--- config.mk ---
export PLATFORM = sky130hd
export DESIGN_NAME = strip_word_corrector
export DESIGN_NICKNAME = d
export VERILOG_FILES = /design/src/rtl/strip_pkg.sv /design/src/rtl/strip_lut_ram.sv /design/src/rtl/strip_pairer.sv /design/src/rtl/strip_fifo.sv /design/src/rtl/strip_word_corrector.sv
export SDC_FILE = /design/constraint.sdc
export NUM_CORES = 2
export LEC_CHECK = 0
export ABC_AREA = 1
export BUFFER_PORTS_ARGS = -buffer_cell sky130_fd_sc_hd__buf_2
export CELL_PAD_IN_SITES_DETAIL_PLACEMENT = 1
export CELL_PAD_IN_SITES_GLOBAL_PLACEMENT = 1
export CORE_MARGIN = 4
export CORE_UTILIZATION = 30
export DETAILED_ROUTE_END_ITERATION = 10
export GPL_TIMING_DRIVEN = 0
export HOLD_SLACK_MARGIN = 0.02
export PLACE_DENSITY_LB_ADDON = 0.05
export SLEW_MARGIN = 30
export SYNTH_ARGS = -nofsm -noshare
export SYNTH_HDL_FRONTEND = slang
export SYNTH_HIERARCHICAL = 1
export SYNTH_SLANG_ARGS = --single-unit
--- constraint.sdc ---
create_clock -name clk -period 6.3 [get_ports clk]
set_input_delay 0.315 -clock clk [delete_from_list [all_inputs] [get_ports clk]]
set_output_delay 0.315 -clock clk [all_outputs]
set_load 0.05 [all_outputs]
--- src/rtl/strip_pkg.sv ---
package strip_pkg;
    typedef enum logic {
        PH_ADDR = 1'b0,
        PH_SAMP = 1'b1
    } phase_e;
endpackage

--- src/rtl/strip_lut_ram.sv ---
module strip_lut_ram #(
    parameter int AW = 8,
    parameter int DW = 8
) (
    input  logic          clk,
    input  logic          we,
    input  logic [AW-1:0] waddr,
    input  logic [DW-1:0] wdata,
    input  logic          re,
    input  logic [AW-1:0] raddr,
    output logic [DW-1:0] rdata
);
    localparam int ENTRIES = 1 << AW;

    logic [DW-1:0] mem [ENTRIES];
    logic [DW-1:0] rdata_q;

    // read returns the value held before a same-edge write
    always_ff @(posedge clk) begin
        if (re) rdata_q <= mem[raddr];
        if (we) mem[waddr] <= wdata;
    end

    assign rdata = rdata_q;
endmodule

--- src/rtl/strip_pairer.sv ---
module strip_pairer
    import strip_pkg::*;
#(
    parameter int BW = 8
) (
    input  logic          clk,
    input  logic          rst_n,
    input  logic          evt_start,
    input  logic          byte_valid,
    input  logic [BW-1:0] byte_data,
    input  logic          byte_err,
    output logic          lk_en,
    output logic [BW-1:0] lk_addr,
    output logic          pair_valid,
    output logic [BW-1:0] pair_addr,
    output logic          pair_aerr,
    output logic          pair_derr
);
    typedef struct packed {
        phase_e        phase;
        logic [BW-1:0] hold_addr;
        logic          hold_aerr;
        logic          pv;
        logic [BW-1:0] paddr;
        logic          paerr;
        logic          pderr;
    } pair_st_t;

    pair_st_t st_d, st_q;
    logic     samp_take;

    assign samp_take = byte_valid && !evt_start && (st_q.phase == PH_SAMP);

    always_comb begin
        st_d    = st_q;
        st_d.pv = 1'b0;
        if (byte_valid && (evt_start || st_q.phase == PH_ADDR)) begin
            st_d.hold_addr = byte_data;
            st_d.hold_aerr = byte_err;
            st_d.phase     = PH_SAMP;
        end else if (samp_take) begin
            st_d.pv    = 1'b1;
            st_d.paddr = st_q.hold_addr;
            st_d.paerr = st_q.hold_aerr;
            st_d.pderr = byte_err;
            st_d.phase = PH_ADDR;
        end else if (evt_start) begin
            st_d.phase = PH_ADDR;
        end
    end

    always_ff @(posedge clk) begin
        if (!rst_n) begin
            st_q <= '0;
        end else begin
            st_q <= st_d;
        end
    end

    assign lk_en      = samp_take;
    assign lk_addr    = st_q.hold_addr;
    assign pair_valid = st_q.pv;
    assign pair_addr  = st_q.paddr;
    assign pair_aerr  = st_q.paerr;
    assign pair_derr  = st_q.pderr;

    // a completed pair needs a byte on the previous edge
    assert_pair_needs_byte_R2: assert property (@(posedge clk) disable iff (!rst_n)
        pair_valid |-> $past(byte_valid));

    // an event start never completes a pair
    assert_evt_no_pair_R3: assert property (@(posedge clk) disable iff (!rst_n)
        evt_start |=> !pair_valid);
endmodule

--- src/rtl/strip_fifo.sv ---
module strip_fifo #(
    parameter int W     = 18,
    parameter int DEPTH = 16
) (
    input  logic         clk,
    input  logic         rst_n,
    input  logic         push,
    input  logic [W-1:0] push_data,
    input  logic         pop,
    output logic [W-1:0] head,
    output logic         empty,
    output logic         full,
    output logic         overflow
);
    localparam int PW = $clog2(DEPTH);
    localparam int CW = PW + 1;

    typedef struct packed {
        logic [PW-1:0] wp;
        logic [PW-1:0] rp;
        logic [CW-1:0] cnt;
        logic          ovf;
    } fifo_st_t;

    fifo_st_t     st_d, st_q;
    logic [W-1:0] mem [DEPTH];
    logic         do_push, do_pop;

    assign full    = (st_q.cnt == CW'(DEPTH));
    assign empty   = (st_q.cnt == '0);
    assign do_push = push && !full;
    assign do_pop  = pop && !empty;

    always_comb begin
        st_d = st_q;
        if (do_push) st_d.wp = st_q.wp + 1'b1;
        if (do_pop)  st_d.rp = st_q.rp + 1'b1;
        case ({do_push, do_pop})
            2'b10:   st_d.cnt = st_q.cnt + 1'b1;
            2'b01:   st_d.cnt = st_q.cnt - 1'b1;
            default: st_d.cnt = st_q.cnt;
        endcase
        if (push && full) st_d.ovf = 1'b1;
    end

    always_ff @(posedge clk) begin
        if (!rst_n) begin
            st_q <= '0;
        end else begin
            st_q <= st_d;
        end
    end

    always_ff @(posedge clk) begin
        if (do_push) mem[st_q.wp] <= push_data;
    end

    assign head     = mem[st_q.rp];
    assign overflow = st_q.ovf;

    // occupancy never exceeds capacity
    assert_count_bound_R7: assert property (@(posedge clk) disable iff (!rst_n)
        st_q.cnt <= CW'(DEPTH));

    // overflow is sticky
    assert_ovf_sticky_R8: assert property (@(posedge clk) disable iff (!rst_n)
        overflow |=> overflow);

    // a push into a full queue with a pop leaves it one below full
    assert_full_drop_R8: assert property (@(posedge clk) disable iff (!rst_n)
        (full && push && pop) |=> !full);
endmodule

--- src/rtl/strip_word_corrector.sv ---
module strip_word_corrector #(
    parameter int BYTE_W     = 8,
    parameter int FIFO_DEPTH = 16
) (
    input  logic                    clk,
    input  logic                    rst_n,
    input  logic                    evt_start,
    input  logic                    byte_valid,
    input  logic [BYTE_W-1:0]       byte_data,
    input  logic                    byte_err,
    input  logic                    bad_we,
    input  logic                    gain_we,
    input  logic [BYTE_W-1:0]       tbl_addr,
    input  logic [BYTE_W-1:0]       tbl_wdata,
    input  logic                    rd_en,
    output logic [2*BYTE_W+1:0]     rd_data,
    output logic                    fifo_empty,
    output logic                    fifo_full,
    output logic                    overflow
);
    localparam int WORD_W = 2 * (BYTE_W + 1);

    logic              lk_en;
    logic [BYTE_W-1:0] lk_addr;
    logic              pair_valid;
    logic [BYTE_W-1:0] pair_addr;
    logic              pair_aerr, pair_derr;
    logic [0:0]        bad_rd;
    logic [BYTE_W-1:0] gain_rd;
    logic              push;
    logic [WORD_W-1:0] word;

    strip_pairer #(.BW(BYTE_W)) u_pair (
        .clk        (clk),
        .rst_n      (rst_n),
        .evt_start  (evt_start),
        .byte_valid (byte_valid),
        .byte_data  (byte_data),
        .byte_err   (byte_err),
        .lk_en      (lk_en),
        .lk_addr    (lk_addr),
        .pair_valid (pair_valid),
        .pair_addr  (pair_addr),
        .pair_aerr  (pair_aerr),
        .pair_derr  (pair_derr)
    );

    strip_lut_ram #(.AW(BYTE_W), .DW(1)) u_bad (
        .clk   (clk),
        .we    (bad_we),
        .waddr (tbl_addr),
        .wdata (tbl_wdata[0:0]),
        .re    (lk_en),
        .raddr (lk_addr),
        .rdata (bad_rd)
    );

    strip_lut_ram #(.AW(BYTE_W), .DW(BYTE_W)) u_gain (
        .clk   (clk),
        .we    (gain_we),
        .waddr (tbl_addr),
        .wdata (tbl_wdata),
        .re    (lk_en),
        .raddr (lk_addr),
        .rdata (gain_rd)
    );

    always_comb begin
        push = pair_valid && !bad_rd[0];
        word = {pair_aerr, pair_addr, pair_derr, gain_rd};
    end

    strip_fifo #(.W(WORD_W), .DEPTH(FIFO_DEPTH)) u_fifo (
        .clk       (clk),
        .rst_n     (rst_n),
        .push      (push),
        .push_data (word),
        .pop       (rd_en),
        .head      (rd_data),
        .empty     (fifo_empty),
        .full      (fifo_full),
        .overflow  (overflow)
    );

    // a dead strip into an idle empty queue leaves it empty
    assert_drop_bad_R4: assert property (@(posedge clk) disable iff (!rst_n)
        (pair_valid && bad_rd[0] && fifo_empty) |=> fifo_empty);

    // a live pair lands in the queue at the next edge
    assert_land_R6: assert property (@(posedge clk) disable iff (!rst_n)
        (pair_valid && !bad_rd[0] && !fifo_full) |=> !fifo_empty);
endmodule

; After elaboration in Yosys (flattened, before gate mapping)
; Memory sizes are Yosys's and may differ from the RTL's. A register that Yosys moved wholly into a read port is not among the register bits.
; Cells that the tools add are included.
[classes]
addsub = 4
n_mux = 13
n_reduce_logical = 17
bitwise = 3
eq_ne = 3
[ops]
columns = cell, n
row1 = two-way mux 11 bit, 1
row2 = case mux 5 bit (2 select lines), 1
row3 = two-way mux 1 bit, 9
row4 = adder 4 x 1 -> 4 bit (second input constant), 2
row5 = two-way mux 4 bit, 2
row6 = logical AND 1 bit, 7
row7 = adder 5 x 1 -> 5 bit (second input constant), 1
row8 = equality test 5 bit (second input constant), 1
row9 = logical NOT 5 bit, 1
row10 = subtractor 5 x 1 -> 5 bit (second input constant), 1
row11 = logical NOT 1 bit, 4
row12 = inverter 1 bit, 3
row13 = nonzero test 3 bit, 1
row14 = equality test 2 x 1 -> 1 bit (second input constant), 1
row15 = equality test 2 bit (second input constant), 1
row16 = AND reduction 2 bit, 1
row17 = nonzero test 2 bit, 1
row18 = OR reduction 2 bit, 1
row19 = logical OR 1 bit, 1
[word_totals]
reg_bits = 35
ramBits = 2592
input_bits = 32
n_memories = 3
[memory_table]
columns = name, words, word_bits, rd, rd_ports_with_merged_regs, wr, line
row1 = u_gain.mem, 256, 8, 1, 1, 1, strip_lut_ram.sv:15  ; logic [DW-1:0] mem [ENTRIES];
row2 = u_fifo.mem, 16, 18, 1, 1, 1, strip_fifo.sv:26  ; logic [W-1:0] mem [DEPTH];
row3 = u_bad.mem, 256, 1, 1, 1, 1, strip_lut_ram.sv:15

; Logic depth before layout (Yosys ltp)
[depth]
depth_word = 5
depth_mapped = 16
ltp_nobuf = 15

; Hierarchy
; The synthesis kept the hierarchy.
[by_module_without_submodules]
columns = module, seq_area_each_um2, area_each_um2, cells_per_inst, n_inst
row1 = strip_lut_ram at u_gain, 61739.2, 83476.3, 7003, 1
row2 = strip_fifo, 9008.6, 12421.9, 896, 1
row3 = strip_lut_ram at u_bad, 7717.4, 11727.5, 1184, 1
row4 = strip_pairer, 420.4, 954.7, 128, 1
row5 = strip_word_corrector, 0.0, 10.0, 2, 1

; Worst setup path before layout
; OpenSTA, ideal clock, no wires.
[synth_path]
kind = register to register
start = register u_bad.rdata_q (netlist: u_bad/rdata), read port of u_bad.mem
end = memory u_fifo.mem[11][0], enable pin
path_slack_ns = 4.301
synth_period_minus_slack_ns = 1.999
required_ns = 5.907
arrival_time_ns = 1.606
stages_incl_launch_ff = 6
path_buffers = 0
cell_sequence = edfxtp_1 -> nor2_2 -> nand2_4 -> inv_4 -> nand2_1 -> nor2_1
[synth_via]
elab_chain_len = 5
[synth_lines]
columns = item, line
row1 = from (decl), strip_lut_ram.sv:16  ; logic [DW-1:0] rdata_q;
row2 = logical NOT 1 bit, strip_word_corrector.sv:69  ; push = pair_valid && !bad_rd[0];
row3 = logical AND 1 bit, strip_word_corrector.sv:69
row4 = net push, strip_word_corrector.sv:30  ; logic push;
row5 = logical AND 1 bit, strip_fifo.sv:31  ; assign do_push = push && !full;
row6 = two-way mux 1 bit, strip_fifo.sv:55  ; if (do_push) mem[st_q.wp] <= push_data;
row7 = two-way mux 1 bit (implied by the code), strip_fifo.sv:55
row8 = to (decl), strip_fifo.sv:26
; The timed path passes the listed nets, and every way through them passes these cells.

==> impl_results.rst <==
.. list-table::
   :header-rows: 1

   * - Metric
     - Value
   * - Combined area of the multi-input logic cells
     - 26,400 µm²
   * - Detailed route wirelength on metal2
     - 225,000 µm
   * - Vias after detailed routing
     - 80,500
   * - Hold violation count in the final report
     - 0
   * - Starting DRC count in detailed routing
     - roughly 9,700
   * - Reported net switching power
     - 12.1 mW
   * - Post-route worst setup slack
     - approximately 1.7 ns
   * - Mean Syn Cell Area
     - 11.8 µm²
   * - Routability congestion estimate from global placement
     - 0.966
   * - Worst-case clock buffer depth
     - 4
   * - Routed WL per cell
     - 35.4 µm
   * - Worst reg2reg endpoint
     - u_gain/rdata[3]
   * - LEAKAGE
     - around 44 nW
   * - Remaining global-route overflow
     - 0
   * - Routed length on met1
     - 241,000 µm
   * - Syn Std Cell Area
     - 109,000 µm²
   * - Depth of the worst hold-timing path
     - 3
   * - Sum of negative setup slack
     - 0 ns
   * - Maximum ir drop on the vdd rail
     - 192 µV
   * - First-pass GRT wire length
     - 694,000 µm
   * - Uppermost layer routed
     - met5
   * - Final setup violation count
     - 0
   * - Clk Latency, worst-skew pair
     - 0.95 ns
   * - RR Startpoint
     - u_pair/lk_addr[1]
   * - Syn. warnings
     - 6
   * - Max Clock Freq
     - around 220 MHz
   * - Run status
     - finished clean
   * - Vias per cell
     - 5.45
   * - Count of buffers from port buffering
     - 51
   * - DPL Wire Length
     - 370,000 µm
   * - Die Span Y
     - about 610 µm
   * - FF-to-FF path depth
     - 13
   * - Arrival time at the worst endpoint
     - 5.22 ns
   * - Worst hold-check path type
     - primary input to register
   * - Total wire length after detailed routing
     - roughly 520,000 µm
   * - Overall routing resource usage
     - 27.3%
   * - Post-Syn Nets
     - 9,252
   * - Fillers
     - 38,400
   * - H-tree depth
     - 5
   * - Worst Hold End
     - u_gain/mem[6][0]
   * - Via count of the first global-routing pass
     - 78,000
   * - Sequential fraction of design power
     - 44.9%
   * - Final Cycle Share
     - 73.1%
   * - Clk sinks
     - 2,640
   * - Relative slew slack
     - 18.1%
   * - Top-Level Pins
     - 53
   * - Sw Ratio
     - 28.1%
   * - Flop-to-flop setup slack
     - 1.70 ns
   * - Power per standard cell area
     - 337 nW/µm²
   * - Number of routed nets with antenna violations
     - 0
   * - Area of the die
     - 372,000 µm²
   * - Total of flip-flops plus latches after synthesis
     - 2,640
   * - First-pass detailed-route iteration total
     - 6
   * - Clock transition at the registers of the reported paths
     - 0.06 ns
   * - Type of element capturing the critical path
     - register
   * - Overall power
     - 43.2 mW
   * - Cell count after synthesis
     - ~9,200
   * - Clock period minus final worst setup slack
     - between 4 and 5 ns
   * - Count of max-cap constraint violations
     - 0
   * - Sequential cell area in the final layout
     - roughly 80,000 µm²
   * - Largest net degree at the start of global routing
     - around 120
   * - Transition time at the pin with the least slew margin
     - 1.23 ns
   * - Row count
     - 220
   * - Pins over their slew limit
     - 0
   * - Type of the setup path with the least slack
     - register to register
   * - Residual DRC
     - 0
   * - CP Data Required Time
     - about 6.9 ns
   * - Setup repair after global routing missed its margin
     - false
   * - Cell variety after synth
     - 31
   * - Share of total power in combinational logic
     - 13.6%
   * - Starting Density
     - 30.2%
   * - Critical hold path startpoint
     - gain_we
   * - Area of the core
     - around 360,000 µm²
   * - Root buffer selected by CTS
     - sky130_fd_sc_hd__clkbuf_16
   * - CTS buffer count
     - 321
   * - Area delta synth->final
     - 18.0%
   * - Share of post-route cells with drive strength above 1
     - 13.4%
   * - Clk_skew
     - slightly above 0.04 ns
   * - Critical Path Source Type
     - register
   * - Chip width
     - 610 µm
   * - Antenna violations before repair
     - between 40 and 50
   * - Setup slack after placement
     - 1.80 ns
   * - Total Nets Final
     - 9,756
   * - Int Power
     - 31.1 mW
   * - Tightest hold margin
     - 0.261 ns
   * - CTS tree
     - yes
   * - Sequential-to-total area share from yosys stat
     - 72.6%
   * - Clock network power share
     - 41.5%
   * - Worst-path maximum fanout
     - 10
   * - Met3 wire len
     - 37,300 µm
==> metrics by stage <==
step | instances | utilization [%] | instance area (µm²)
global route | 14700 | 35.6 | 128000
detailed placement | 14100 | 32.7 | 118000
finish | 14800 | 35.6 | 128000
CTS | 14700 | 35.6 | 128000
global placement | 14000 | 31.9 | 115000
floorplan | 9213 | - | 109000
==> worst max-delay path by stage <==
stage | start | endpoint | slack (ns) | cells after the start
global route | u_pair/lk_addr[1] | u_gain/rdata[0] | 1.68 | 14
floorplan | u_bad/rdata | u_fifo/mem[11][0] | 4.30 | 5
finish | u_pair/lk_addr[1] | u_gain/rdata[3] | 1.70 | 13
CTS | u_pair/lk_addr[1] | u_gain/rdata[0] | 1.79 | 14
detailed placement | u_pair/lk_addr[1] | u_gain/rdata[0] | 1.80 | 14
global placement | tbl_wdata[0] | u_gain/mem[43][0] | -2.62 | 1
==> layout make-up <==
cell class                      count  area share, %
Buffer                            641           2.76
Inverter                          165          0.487
Clock buffer                      410           6.66
Sequential cell                  2640           61.5
Multi-Input combinational cell   5767           20.6
Timing Repair Buffer              181           2.19
Tap cell                         4773           4.66
Antenna cell                       18         0.0351
Clock inverter                    164           1.05
==> logic make-up after synthesis <==
| kind of cell | count (synthesis) | synth area share [%] |
|---|---|---|
| AND/OR/NAND/NOR | 5420 | 21.5 |
| flip-flops | 2640 | 72.6 |
| buffers and inverters | 806 | 3.73 |
| AO/OA/AOI/OAI | 262 | 1.37 |
| multiplexers | 72 | 0.664 |
| adder cells (fa/ha/maj) | 7 | 0.0807 |
| XOR/XNOR | 6 | 0.0484 |
==> power by group through the flow <==
stage / sequential [mW] / combinational, mW / clock (mW)
6_report: 19.4 / 5.88 / 17.9
5_1_grt: 19.4 / 6.15 / 19.1
4_1_cts: 19.4 / 5.85 / 18.4
3_5_place_dp: 19.8 / 5.81 / 0
3_3_place_gp: 19.9 / 5.65 / 0
2_1_floorplan: 19.8 / 2.86 / 0
==> synthesized netlist by cell type <==
| cell type | n | share of area, % |
|---|---|---|
| sky130_fd_sc_hd__nor3_1 | 1 | 0.0046 |
| sky130_fd_sc_hd__inv_4 | 2 | 0.012 |
| sky130_fd_sc_hd__mux2i_1 | 72 | 0.66 |
| sky130_fd_sc_hd__buf_8 | 1 | 0.014 |
| sky130_fd_sc_hd__nand3_1 | 2318 | 11 |
| sky130_fd_sc_hd__dfxtp_1 | 39 | 0.72 |
| sky130_fd_sc_hd__a21oi_1 | 89 | 0.41 |
| sky130_fd_sc_hd__inv_1 | 155 | 0.54 |
| sky130_fd_sc_hd__o21ai_0 | 91 | 0.42 |
| sky130_fd_sc_hd__nand2_4 | 1 | 0.010 |
| sky130_fd_sc_hd__nand2_2 | 2 | 0.012 |
| sky130_fd_sc_hd__xor2_1 | 4 | 0.032 |
| sky130_fd_sc_hd__buf_4 | 75 | 0.52 |
| sky130_fd_sc_hd__nor2_4 | 1 | 0.010 |
| sky130_fd_sc_hd__inv_2 | 6 | 0.021 |
| sky130_fd_sc_hd__nand4_1 | 4 | 0.023 |
| sky130_fd_sc_hd__o21ai_1 | 10 | 0.046 |
| sky130_fd_sc_hd__nor2_1 | 597 | 2.1 |
| sky130_fd_sc_hd__nand2_1 | 2489 | 8.6 |
| sky130_fd_sc_hd__ha_1 | 7 | 0.081 |
| sky130_fd_sc_hd__o211ai_1 | 72 | 0.50 |
| sky130_fd_sc_hd__clkinv_1 | 2 | 0.0069 |
| sky130_fd_sc_hd__xnor2_1 | 2 | 0.016 |
| sky130_fd_sc_hd__buf_2 | 290 | 1.3 |
| sky130_fd_sc_hd__clkbuf_2 | 1 | 0.0046 |
| sky130_fd_sc_hd__edfxtp_1 | 2601 | 72 |
| sky130_fd_sc_hd__buf_1 | 52 | 0.18 |
| sky130_fd_sc_hd__clkbuf_1 | 174 | 0.60 |
| sky130_fd_sc_hd__nand3_2 | 3 | 0.028 |
| sky130_fd_sc_hd__nor2_2 | 4 | 0.023 |
| sky130_fd_sc_hd__buf_6 | 48 | 0.50 |
==> cell usage in the layout (no fill, tap or decap), types with 5 or more instances in the layout <==
| cell | netlist | layout |
|---|---|---|
| sky130_fd_sc_hd__clkbuf_1 | 174 | 190 |
| sky130_fd_sc_hd__clkinv_2 | 0 | 47 |
| sky130_fd_sc_hd__nand3_1 | 2318 | 2318 |
| sky130_fd_sc_hd__inv_2 | 6 | 6 |
| sky130_fd_sc_hd__nor2_2 | 4 | 227 |
| sky130_fd_sc_hd__buf_12 | 0 | 6 |
| sky130_fd_sc_hd__o21ai_1 | 10 | 10 |
| sky130_fd_sc_hd__inv_6 | 0 | 10 |
| sky130_fd_sc_hd__clkbuf_16 | 0 | 329 |
| sky130_fd_sc_hd__o211ai_1 | 72 | 72 |
| sky130_fd_sc_hd__nor2_4 | 1 | 27 |
| sky130_fd_sc_hd__dfxtp_1 | 39 | 39 |
| sky130_fd_sc_hd__mux2i_1 | 72 | 72 |
| sky130_fd_sc_hd__diode_2 | 0 | 18 |
| sky130_fd_sc_hd__buf_16 | 0 | 61 |
| sky130_fd_sc_hd__clkinv_1 | 2 | 76 |
| sky130_fd_sc_hd__buf_8 | 1 | 13 |
| sky130_fd_sc_hd__nand2_1 | 2489 | 2489 |
| sky130_fd_sc_hd__clkbuf_2 | 1 | 67 |
| sky130_fd_sc_hd__inv_1 | 155 | 155 |
| sky130_fd_sc_hd__buf_4 | 75 | 75 |
| sky130_fd_sc_hd__ha_1 | 7 | 7 |
| sky130_fd_sc_hd__dlygate4sd3_1 | 0 | 43 |
| sky130_fd_sc_hd__o21ai_0 | 91 | 91 |
| sky130_fd_sc_hd__buf_1 | 52 | 26 |
| sky130_fd_sc_hd__clkinvlp_4 | 0 | 5 |
| sky130_fd_sc_hd__buf_2 | 290 | 358 |
| sky130_fd_sc_hd__nor2_1 | 597 | 348 |
| sky130_fd_sc_hd__bufinv_16 | 0 | 20 |
| sky130_fd_sc_hd__edfxtp_1 | 2601 | 2601 |
| sky130_fd_sc_hd__a21oi_1 | 89 | 89 |
| sky130_fd_sc_hd__buf_6 | 48 | 64 |
==> layer usage <==
metal  up-vias  track usage [%]
met5         -                0
met4         8             8.47
met3       699             4.24
met2      3306             40.7
met1     42700             40.6
li1      33700                -
==> sequential cells by signal, summed over array words and instances, names as in the netlist, 2 cells and up, named ones only <==
register,flops
u_pair/pair_addr,8
u_fifo/st_q,13
u_pair/lk_addr,8
u_gain/mem,2048
u_gain/rdata,8
u_bad/mem,256
u_pair/st_q,2
u_fifo/mem,288
==> what timing repair did <==
item                                   in CTS  in global routing
gates resized for setup                     0                  0
hold buffers                               43                  0
setup buffers                               0                  0
endpoints found under the hold margin     526                  0
==> worst max-delay path, cell delays in order, from the launching register on <==
cell and delay (ns):
sky130_fd_sc_hd__dfxtp_1 0.36, sky130_fd_sc_hd__buf_4 0.14, sky130_fd_sc_hd__buf_4 0.25, sky130_fd_sc_hd__buf_2 0.63, sky130_fd_sc_hd__clkbuf_1 0.84, sky130_fd_sc_hd__nand3_1 0.21, sky130_fd_sc_hd__nand3_1 0.15, sky130_fd_sc_hd__nand3_1 0.17
sky130_fd_sc_hd__nand3_1 0.23, sky130_fd_sc_hd__nand3_1 0.18, sky130_fd_sc_hd__nand3_1 0.32, sky130_fd_sc_hd__nand2_1 0.28, sky130_fd_sc_hd__nand2_1 0.28, sky130_fd_sc_hd__nand2_1 0.20
Note: power is estimated with default switching activity, not from simulation.
